--- src/rtl/pmx_pkg.sv ---
package pmx_pkg;
    localparam int DATA_W = 16;
    localparam int ADDR_W = 32;

    typedef struct packed {
        logic [DATA_W-1:0] data;
        logic              mask;
        logic              lvl;
        logic              pol_low;
        logic              remote;
        logic [ADDR_W-1:0] addr;
    } ent_t;

    function automatic logic [31:0] ent_word0(ent_t e);
        return {12'd0, e.remote, e.pol_low, e.lvl, e.mask, e.data};
    endfunction
endpackage

--- src/rtl/pmx_pin_sense.sv ---
module pmx_pin_sense #(
    parameter int N_IN = 24
) (
    input  logic            clk,
    input  logic            rst_n,
    input  logic [N_IN-1:0] pin_i,
    input  logic [N_IN-1:0] pol_low,
    output logic [N_IN-1:0] act,
    output logic [N_IN-1:0] rise
);
    typedef struct packed {
        logic [N_IN-1:0] pin_s;
        logic [N_IN-1:0] act_prev;
    } sense_t;

    sense_t s_d, s_q;

    for (genvar g = 0; g < N_IN; g++) begin : g_bit
        assign act[g]  = s_q.pin_s[g] ^ pol_low[g];
        assign rise[g] = act[g] & ~s_q.act_prev[g];
    end

    always_comb begin
        s_d          = s_q;
        s_d.pin_s    = pin_i;
        s_d.act_prev = act;
    end

    always_ff @(posedge clk or negedge rst_n) begin
        if (!rst_n) s_q <= '0;
        else        s_q <= s_d;
    end
endmodule

--- src/rtl/pmx_prio.sv ---
module pmx_prio #(
    parameter int N_IN = 24,
    localparam int IW = (N_IN > 1) ? $clog2(N_IN) : 1
) (
    input  logic [N_IN-1:0] req,
    output logic            gnt_valid,
    output logic [IW-1:0]   gnt_idx
);
    always_comb begin
        gnt_valid = 1'b0;
        gnt_idx   = '0;
        for (int i = N_IN - 1; i >= 0; i--) begin
            if (req[i]) begin
                gnt_valid = 1'b1;
                gnt_idx   = IW'(i);
            end
        end
    end
endmodule

--- src/rtl/pin_msg_xlate.sv ---
module pin_msg_xlate
    import pmx_pkg::*;
#(
    parameter int          N_IN = 24,
    parameter logic [31:0] BASE = 32'hFEC0_0000
) (
    input  logic            clk,
    input  logic            rst_n,
    input  logic [N_IN-1:0] pin_i,
    input  logic            bus_wr,
    input  logic            bus_rd,
    input  logic [31:0]     bus_addr,
    input  logic [31:0]     bus_wdata,
    output logic [31:0]     bus_rdata,
    input  logic            eoi_valid,
    input  logic [15:0]     eoi_data,
    output logic            msg_valid,
    input  logic            msg_ready,
    output logic [31:0]     msg_addr,
    output logic [31:0]     msg_data
);
    localparam int IW = (N_IN > 1) ? $clog2(N_IN) : 1;
    localparam logic [7:0] OFF_IDX = 8'h00;
    localparam logic [7:0] OFF_WIN = 8'h10;
    localparam logic [7:0] OFF_PAR = 8'h20;

    typedef struct packed {
        ent_t [N_IN-1:0]   ent;
        logic [N_IN-1:0]   epend;
        logic [N_IN-1:0]   vpend;
        logic [7:0]        widx;
        logic [31:0]       rdata;
        logic              mvalid;
        logic [IW-1:0]     midx;
        logic [31:0]       maddr;
        logic [DATA_W-1:0] mdata;
    } st_t;

    function automatic st_t rst_state();
        st_t r;
        r = '0;
        for (int i = 0; i < N_IN; i++) r.ent[i].mask = 1'b1;
        return r;
    endfunction

    st_t st_d, st_q;

    logic [N_IN-1:0] pol_vec, lvl_vec, mask_vec, remote_vec;
    logic [N_IN-1:0] act, rise, new_edge, req_vec;
    logic            gnt_valid;
    logic [IW-1:0]   gnt_idx;
    logic [IW-1:0]   msg_idx;

    always_comb begin
        for (int i = 0; i < N_IN; i++) begin
            pol_vec[i]    = st_q.ent[i].pol_low;
            lvl_vec[i]    = st_q.ent[i].lvl;
            mask_vec[i]   = st_q.ent[i].mask;
            remote_vec[i] = st_q.ent[i].remote;
        end
    end

    pmx_pin_sense #(.N_IN(N_IN)) u_sense (
        .clk     (clk),
        .rst_n   (rst_n),
        .pin_i   (pin_i),
        .pol_low (pol_vec),
        .act     (act),
        .rise    (rise)
    );

    assign new_edge = rise & ~lvl_vec;
    assign req_vec  = ~mask_vec & ~remote_vec &
                      (st_q.epend | new_edge | st_q.vpend | (lvl_vec & act));

    pmx_prio #(.N_IN(N_IN)) u_prio (
        .req       (req_vec),
        .gnt_valid (gnt_valid),
        .gnt_idx   (gnt_idx)
    );

    logic       hit;
    logic [7:0] off;
    logic       win_ok;
    logic [6:0] win_ent;
    assign hit     = (bus_addr[31:8] == BASE[31:8]);
    assign off     = bus_addr[7:0];
    assign win_ent = st_q.widx[7:1];
    assign win_ok  = (32'(win_ent) < 32'(N_IN));

    always_comb begin
        st_d = st_q;

        // pending edges are latched every cycle; the grant below may consume them
        st_d.epend = st_q.epend | new_edge;

        for (int i = 0; i < N_IN; i++) begin
            if (eoi_valid && st_q.ent[i].remote && st_q.ent[i].data == eoi_data)
                st_d.ent[i].remote = 1'b0;
        end

        if (st_q.mvalid) begin
            if (msg_ready) st_d.mvalid = 1'b0;
        end else if (gnt_valid) begin
            st_d.mvalid          = 1'b1;
            st_d.midx            = gnt_idx;
            st_d.maddr           = st_q.ent[gnt_idx].addr;
            st_d.mdata           = st_q.ent[gnt_idx].data;
            st_d.epend[gnt_idx]  = 1'b0;
            st_d.vpend[gnt_idx]  = 1'b0;
            if (st_q.ent[gnt_idx].lvl || st_q.vpend[gnt_idx])
                st_d.ent[gnt_idx].remote = 1'b1;
        end

        if (bus_wr && hit) begin
            if (off == OFF_PAR && bus_wdata < 32'(N_IN))
                st_d.vpend[bus_wdata[IW-1:0]] = 1'b1;
            if (off == OFF_IDX)
                st_d.widx = bus_wdata[7:0];
            if (off == OFF_WIN && win_ok) begin
                if (st_q.widx[0]) begin
                    st_d.ent[win_ent].addr = bus_wdata;
                end else begin
                    st_d.ent[win_ent].data    = bus_wdata[15:0];
                    st_d.ent[win_ent].mask    = bus_wdata[16];
                    st_d.ent[win_ent].lvl     = bus_wdata[17];
                    st_d.ent[win_ent].pol_low = bus_wdata[18];
                end
            end
        end

        if (bus_rd && hit) begin
            st_d.rdata = '0;
            if (off == OFF_IDX) st_d.rdata = {24'd0, st_q.widx};
            if (off == OFF_WIN && win_ok)
                st_d.rdata = st_q.widx[0] ? st_q.ent[win_ent].addr
                                          : ent_word0(st_q.ent[win_ent]);
        end
    end

    always_ff @(posedge clk or negedge rst_n) begin
        if (!rst_n) st_q <= rst_state();
        else        st_q <= st_d;
    end

    assign bus_rdata = st_q.rdata;
    assign msg_valid = st_q.mvalid;
    assign msg_addr  = st_q.maddr;
    assign msg_data  = {16'd0, st_q.mdata};
    assign msg_idx   = st_q.midx;
endmodule

--- config.mk ---
export PLATFORM = sky130hd
export DESIGN_NAME = pin_msg_xlate
export DESIGN_NICKNAME = d
export VERILOG_FILES = /design/src/rtl/pmx_pkg.sv /design/src/rtl/pmx_pin_sense.sv /design/src/rtl/pmx_prio.sv /design/src/rtl/pin_msg_xlate.sv
export SDC_FILE = /design/constraint.sdc
export NUM_CORES = 2
export LEC_CHECK = 0
export ABC_CLOCK_PERIOD_IN_PS = 5200
export BUFFER_PORTS_ARGS = -buffer_cell sky130_fd_sc_hd__buf_4
export CAP_MARGIN = 20
export CORE_MARGIN = 1
export CORE_UTILIZATION = 60
export DETAILED_ROUTE_END_ITERATION = 10
export HOLD_SLACK_MARGIN = 0.02
export PLACE_DENSITY = 0.77
export SKIP_CTS_REPAIR_TIMING = 1
export SYNTH_ARGS = -nofsm -noshare
export SYNTH_HDL_FRONTEND = slang
export SYNTH_SLANG_ARGS = --single-unit
--- constraint.sdc ---
create_clock -name clk -period 5.2 [get_ports clk]
set_clock_uncertainty 0.05 [all_clocks]
set_input_delay 0.26 -clock clk [delete_from_list [all_inputs] [get_ports clk]]
set_output_delay 0.26 -clock clk [all_outputs]
set_load 0.02 [all_outputs]
# Word level (Yosys, flattened, before mapping)
# Cells that the tools add are included.
[totals]
output_inout_bits = 97
register_bits = 1438
input_bits = 110
[classes]
muxes = 115
eq_ne = 27
bitwise = 87
n_lt_le_gt_ge = 8
n_reduce_logical = 59
[op_table]
columns = ["op", "count"]
rows = [
  ["bitwise mux 1248 bit", 6],
  ["two-way mux 1248 bit", 4],
  ["two-way mux 1296 bit", 2],
  ["demux 52 bit (select 5 bit)", 6],
  ["binary-select mux 52 bit (select 5 bit)", 2],
  ["== test 16 bit", 24],
  ["two-way mux 52 bit", 3],
  ["bitwise AND 24 bit", 6],
  ["two-way mux 32 bit", 4],
  ["two-way mux 5 bit", 24],
  ["inverter 24 bit", 4],
  ["bitwise OR 24 bit", 4],
  ["logical AND 1 bit", 55],
  ["two-way mux 54 bit", 1],
  ["two-way mux 1 bit", 53],
  ["two-way mux 36 bit", 1],
  ["two-way mux 35 bit", 1],
  ["two-way mux 34 bit", 1],
  ["two-way mux 33 bit", 1],
  ["less-than comparator 32 x 5 -> 1 bit (second input constant)", 1],
  ["inverter 1 bit", 25],
  ["bitwise AND 1 bit", 24],
  ["== test 24 bit (second input constant)", 1],
  ["two-way mux 24 bit", 1],
  ["14 further kinds", 42],
]

# Logic depth before layout (Yosys ltp)
[depth]
word_depth = 46
ltp_mapped = 15

# Cells and area by module
# From an unflattened synthesis, not the netlist that was laid out.
[unflattened]
cells_unflattened = 6067
area_unflattened_um2 = 79298.6
[modules_own_cells]
columns = ["mod", "instances", "cells_each", "area_per_inst_um2"]
rows = [
  ["pin_msg_xlate", 1, 5924, 77385.5],
  ["pmx_pin_sense", 1, 96, 1621.6],
  ["pmx_prio", 1, 47, 291.5],
]

# Worst setup path before layout
# OpenSTA, ideal clock, no wires.
[synth_path]
path_type = "register to register"
from = "register st_q, in the netlist lvl_vec[14]"
to = "register st_q, in the netlist remote_vec[17]"
arrival_ns = 3.479
path_stages_with_launch = 14
setup_ns = 0.087
period_less_slack_ns = 3.616
required_time_ns = 5.063
slack_ns = 1.584
cell_sequence = "dfrtp_1 or4b_2 o211ai_1 and4bb_2 o211ai_1 a21oi_2 buf_2 buf_2 mux2i_1 o211ai_1 a22oi_1 clkbuf_1 nand4_1 o211ai_1"
[synth_lines]
columns = ["item", "line_no", "text"]
rows = [
  ["from (decl)", "pin_msg_xlate.sv:46", "st_t st_d, st_q;"],
  ["from (signal assigned)", "pin_msg_xlate.sv:142", "if (!rst_n) st_q <= rst_state();"],
  ["from (signal assigned)", "pin_msg_xlate.sv:143", "else st_q <= st_d;"],
]

# Worst setup path after layout
[layout_path]
from = "register st_q, in the netlist lvl_vec[11]"
to = "register st_q, in the netlist msg_addr[30]"
[layout_via]
elab_chain_cells = 20
word_cells_on_any_way = 34
cone_classes = "26 x mux; 7 x bitwise; 1 x reduce/logical"
[layout_lines]
columns = ["item", "line_no", "text"]
rows = [
  ["inverter 24 bit", "pin_msg_xlate.sv:72", "assign new_edge = rise & ~lvl_vec;"],
  ["bitwise AND 24 bit", "pin_msg_xlate.sv:72", ""],
  ["bitwise OR 24 bit (2 in series)", "pin_msg_xlate.sv:74", "(st_q.epend | new_edge | st_q.vpend | (lvl_vec & act));"],
  ["bitwise OR 24 bit (*)", "pin_msg_xlate.sv:74", ""],
  ["bitwise AND 24 bit (*)", "pin_msg_xlate.sv:73", "assign req_vec = ~mask_vec & ~remote_vec &"],
  ["two-way mux 5 bit (12 in series)", "pmx_prio.sv:13", "if (req[i]) begin"],
  ["binary-select mux 52 bit (select 5 bit)", "pin_msg_xlate.sv:107", "st_d.maddr = st_q.ent[gnt_idx].addr;"],
  ["two-way mux 52 bit", "--", ""],
]
# Mark *: on every way between the ends. The rest lies on a longest branch, timed or not. The select of a mux whose other input is x is not followed.
# A chain may end at the register's enable or synchronous reset.

==> results.tsv <==
metric	value	unit
worst vdd ir	0.0003385	V
cell depth of the worst setup path	10	
met3 usage	0.2315	
Worst Path Max Fanout	11	
top-area cell type share of the netlist area	0.4480	
Port Buffers	190	
Setup TNS Final	0	ns
R2R setup slack	0.25	ns
Buf+Inv Stages, Crit Path	1	
R2R cell count	10	
Slew HR	0.1309	
CP Capture Point	msg_addr[30]$_DFFE_PN0P_	
global route overflow	0	
vias in the first global route	61720	
cell family with most CP delay	simple AND/OR/NAND/NOR gates	
RSZ-0062 raised after global routing	false	
most frequent cells in the layout	dfrtp_1 (1,403), mux2_2 (1,255), buf_4 (411)	
Crit Reg-Reg Startpoint	lvl_vec[11]$_DFFE_PN0P_	
die height	364.2	microns
Synth Warn #	0	
CP Launch Type	register	
Final Cycle Share	0.9519	
Synth area leader	dfrtp_1	
Clock Tree Buf Depth	3	
max-cap viol count	0	
post-synth cell types	89	
final core occ	0.6780	
power density over cell area	280.0	nW/um^2
Max Slew Vio Count	0	
M2 GR Usage	0.6307	
vias per std cell	7.640	
Hold/Removal Path Class	primary input to async pin	
area grow syn2layout	11.82	%
async set-or-reset flop fraction in the synthesized netlist	1.000	
first-pass GRT wire length	452.4	mm
met1 Use GR	0.6384	
initial drt markers	10930	
synth top area cells	dfrtp_1 (45%), mux2_2 (18%), mux4_2 (8.9%)	
final setup vio count	0	
I/O Pins	207	
Arrival @ worst endpoint	5.63	ns
drt pass-1 iters	9	
Most used DFF post-synth	dfrtp_1	
sequential share of the synthesized area	0.4560	
layout net count	6663	
status	finished clean	
area of the mapped netlist	78710	sq um
critical path class	register to register	
minimum clock period	4.950	ns
Root Driver	clkbuf_16	
wire length per cell	37.83	microns
H-tree levels	4	
largest net degree at the start of global routing	163	
CTS Buf Count	156	
initial core utilization	0.6063	
CTS Sinks	1433	
Multi-input gate area	40060	sq um
DIE WIDTH	364.2	microns
static leakage	0.03950	uW
Cells after Synth	6594	
initial antenna violation count	19	
RR Endpoint	msg_addr[30]$_DFFE_PN0P_	
dpl hpwl	201.3	mm
drt drc	0	
most common cell after layout, fill and taps aside	dfrtp_1	
DR vias	64390	
Max Freq	202.0	MHz
critical path capture point type	register	
slowest cell on the critical path	a2111oi_0	
final hold vios	0	
Reg area	35900	sq um
gpl congestion	1.028	
ratio of cells with drive above 1 in the final layout	0.3663	
crit path launch	lvl_vec[11]$_DFFE_PN0P_	
CTS tree	built	
GRT Total Usage	0.4790	
worst-path cell chain	or4b_1 > o211a_1 > or4_1 > nand4b_1 > nor2_1 > nand2_1 > buf_4 > a2111oi_0 > a21oi_1 > a41oi_1	
Die ar.	132600	sq um
slew of the pin with the lowest slew margin	1.292	ns
register bit total from synthesis	1433	
Routed Antenna Nets	0	
worst skew pair latency	0.83	ns
Post-synth EDFFs	0	
clk slew on worst S/H paths	0.07	ns
core area	129800	sq um
FILL cells	9470	
Data required, critical path	5.88	ns
aggregate routed wire length	318.8	mm
slowest cell delay on critical path	0.88	ns
row cnt	132	
Post-Syn Area per Cell	11.94	sq um
GRT busiest layer	met1	
final hold slack	0.007191	ns
## synth_stat cells (15+ instances only)
master        n
a2111oi_0    15
a211oi_1     29
a21o_1       20
a21oi_1     178
a221o_1      39
a221oi_1     88
a222oi_1     22
a22o_1       41
a22oi_1     122
a311oi_1     17
a31oi_1      75
and3_1       31
buf_1       121
buf_2        62
buf_4        98
clkbuf_1    434
dfrtp_1    1409
dfstp_2      24
mux2_2     1255
mux2i_1     104
mux4_2      312
nand2_1     391
nand2b_1     15
nand3_1     208
nand4_1      32
nor2_1      271
nor3_1       71
nor4_1       91
o211a_1      22
o211ai_1     57
o21ai_0     216
o22a_1       16
o22ai_1      44
o2bb2ai_1    15
o32a_1       15
or2_2        35
or4b_1       16
xnor2_1      24
xor2_1      384
## flip-flops by register name (all words and copies together) (netlist names)
register / flops
msg_valid: 1
msg_data: 16
remote_vec: 24
bus_rdata: 32
msg_addr: 32
lvl_vec: 24
st_q: 1208
mask_vec: 24
u_sense.s_q: 48
pol_vec: 24
## final cells by class
class | count | area share
clock inverter | 57 | 0.008388
clock buffer | 221 | 0.05196
antenna | 13 | 0.0003696
tap | 1742 | 0.02477
timing repair buffer | 503 | 0.05090
inverter | 12 | 0.0005118
sequential | 1433 | 0.4080
multi-input combinational | 4447 | 0.4551
## power breakdown
part           switching [uW]  internal, uW
Clock                    4840          6860
Sequential                197         11300
Combinational            1040           417
## stage by stage
| stage | setup slack, ns | cells | area (sq um) | power [uW] |
|---|---|---|---|---|
| global placement | 0.6422 | 8093 | 82240 | 13060 |
| floorplan | 1.584 | 6609 | 78760 | 12330 |
| global route | 0.2752 | 8417 | 87980 | 25150 |
| CTS | 0.4973 | 8372 | 87560 | 24530 |
| finish | 0.2504 | 8428 | 88010 | 24640 |
| detailed placement | 0.5360 | 8094 | 82240 | 13070 |
## worst min-delay path by stage
stage,end,slack (ns),depth (start not counted)
2_1_floorplan,bus_rdata[0]$_DFFE_PN0P_,-0.09,0
3_3_place_gp,u_sense.s_q[30]$_DFF_PN0_,0.25,1
3_5_place_dp,u_sense.s_q[30]$_DFF_PN0_,0.25,1
4_1_cts,lvl_vec[3]$_DFFE_PN0P_,-0.61,1
5_1_grt,u_sense.s_q[30]$_DFF_PN0_,0.03,2
6_report,u_sense.s_q[30]$_DFF_PN0_,0.007,2
## metal layers
layer / up-vias / part of all wire
met2: 5894 / 0.40
met1: 32560 / 0.36
met3: 1413 / 0.17
met4: 16 / 0.069
li1: 24510 / -
met5: - / 0.0018
## cells by family (layout without fill, tap and decap cells)
family,after synthesis,after routing,synth area share
simple gates,1230,1230,0.07478
compound gates,1122,1122,0.1011
buf+inv,729,793,0.04062
xor+xnor,408,408,0.04540
other cells,1,29,0.00004764
flops,1433,1433,0.4560
mux,1671,1671,0.2821
## worst reg2reg max path, cell delays in order, from the launching register on
cell,delay (ns)
dfrtp_1,0.41
or4b_1,0.56
o211a_1,0.19
or4_1,0.68
nand4b_1,0.54
nor2_1,0.29
nand2_1,0.45
buf_4,0.47
a2111oi_0,0.90
a21oi_1,0.10
a41oi_1,0.24
Note: power is estimated with default switching activity, not from simulation.
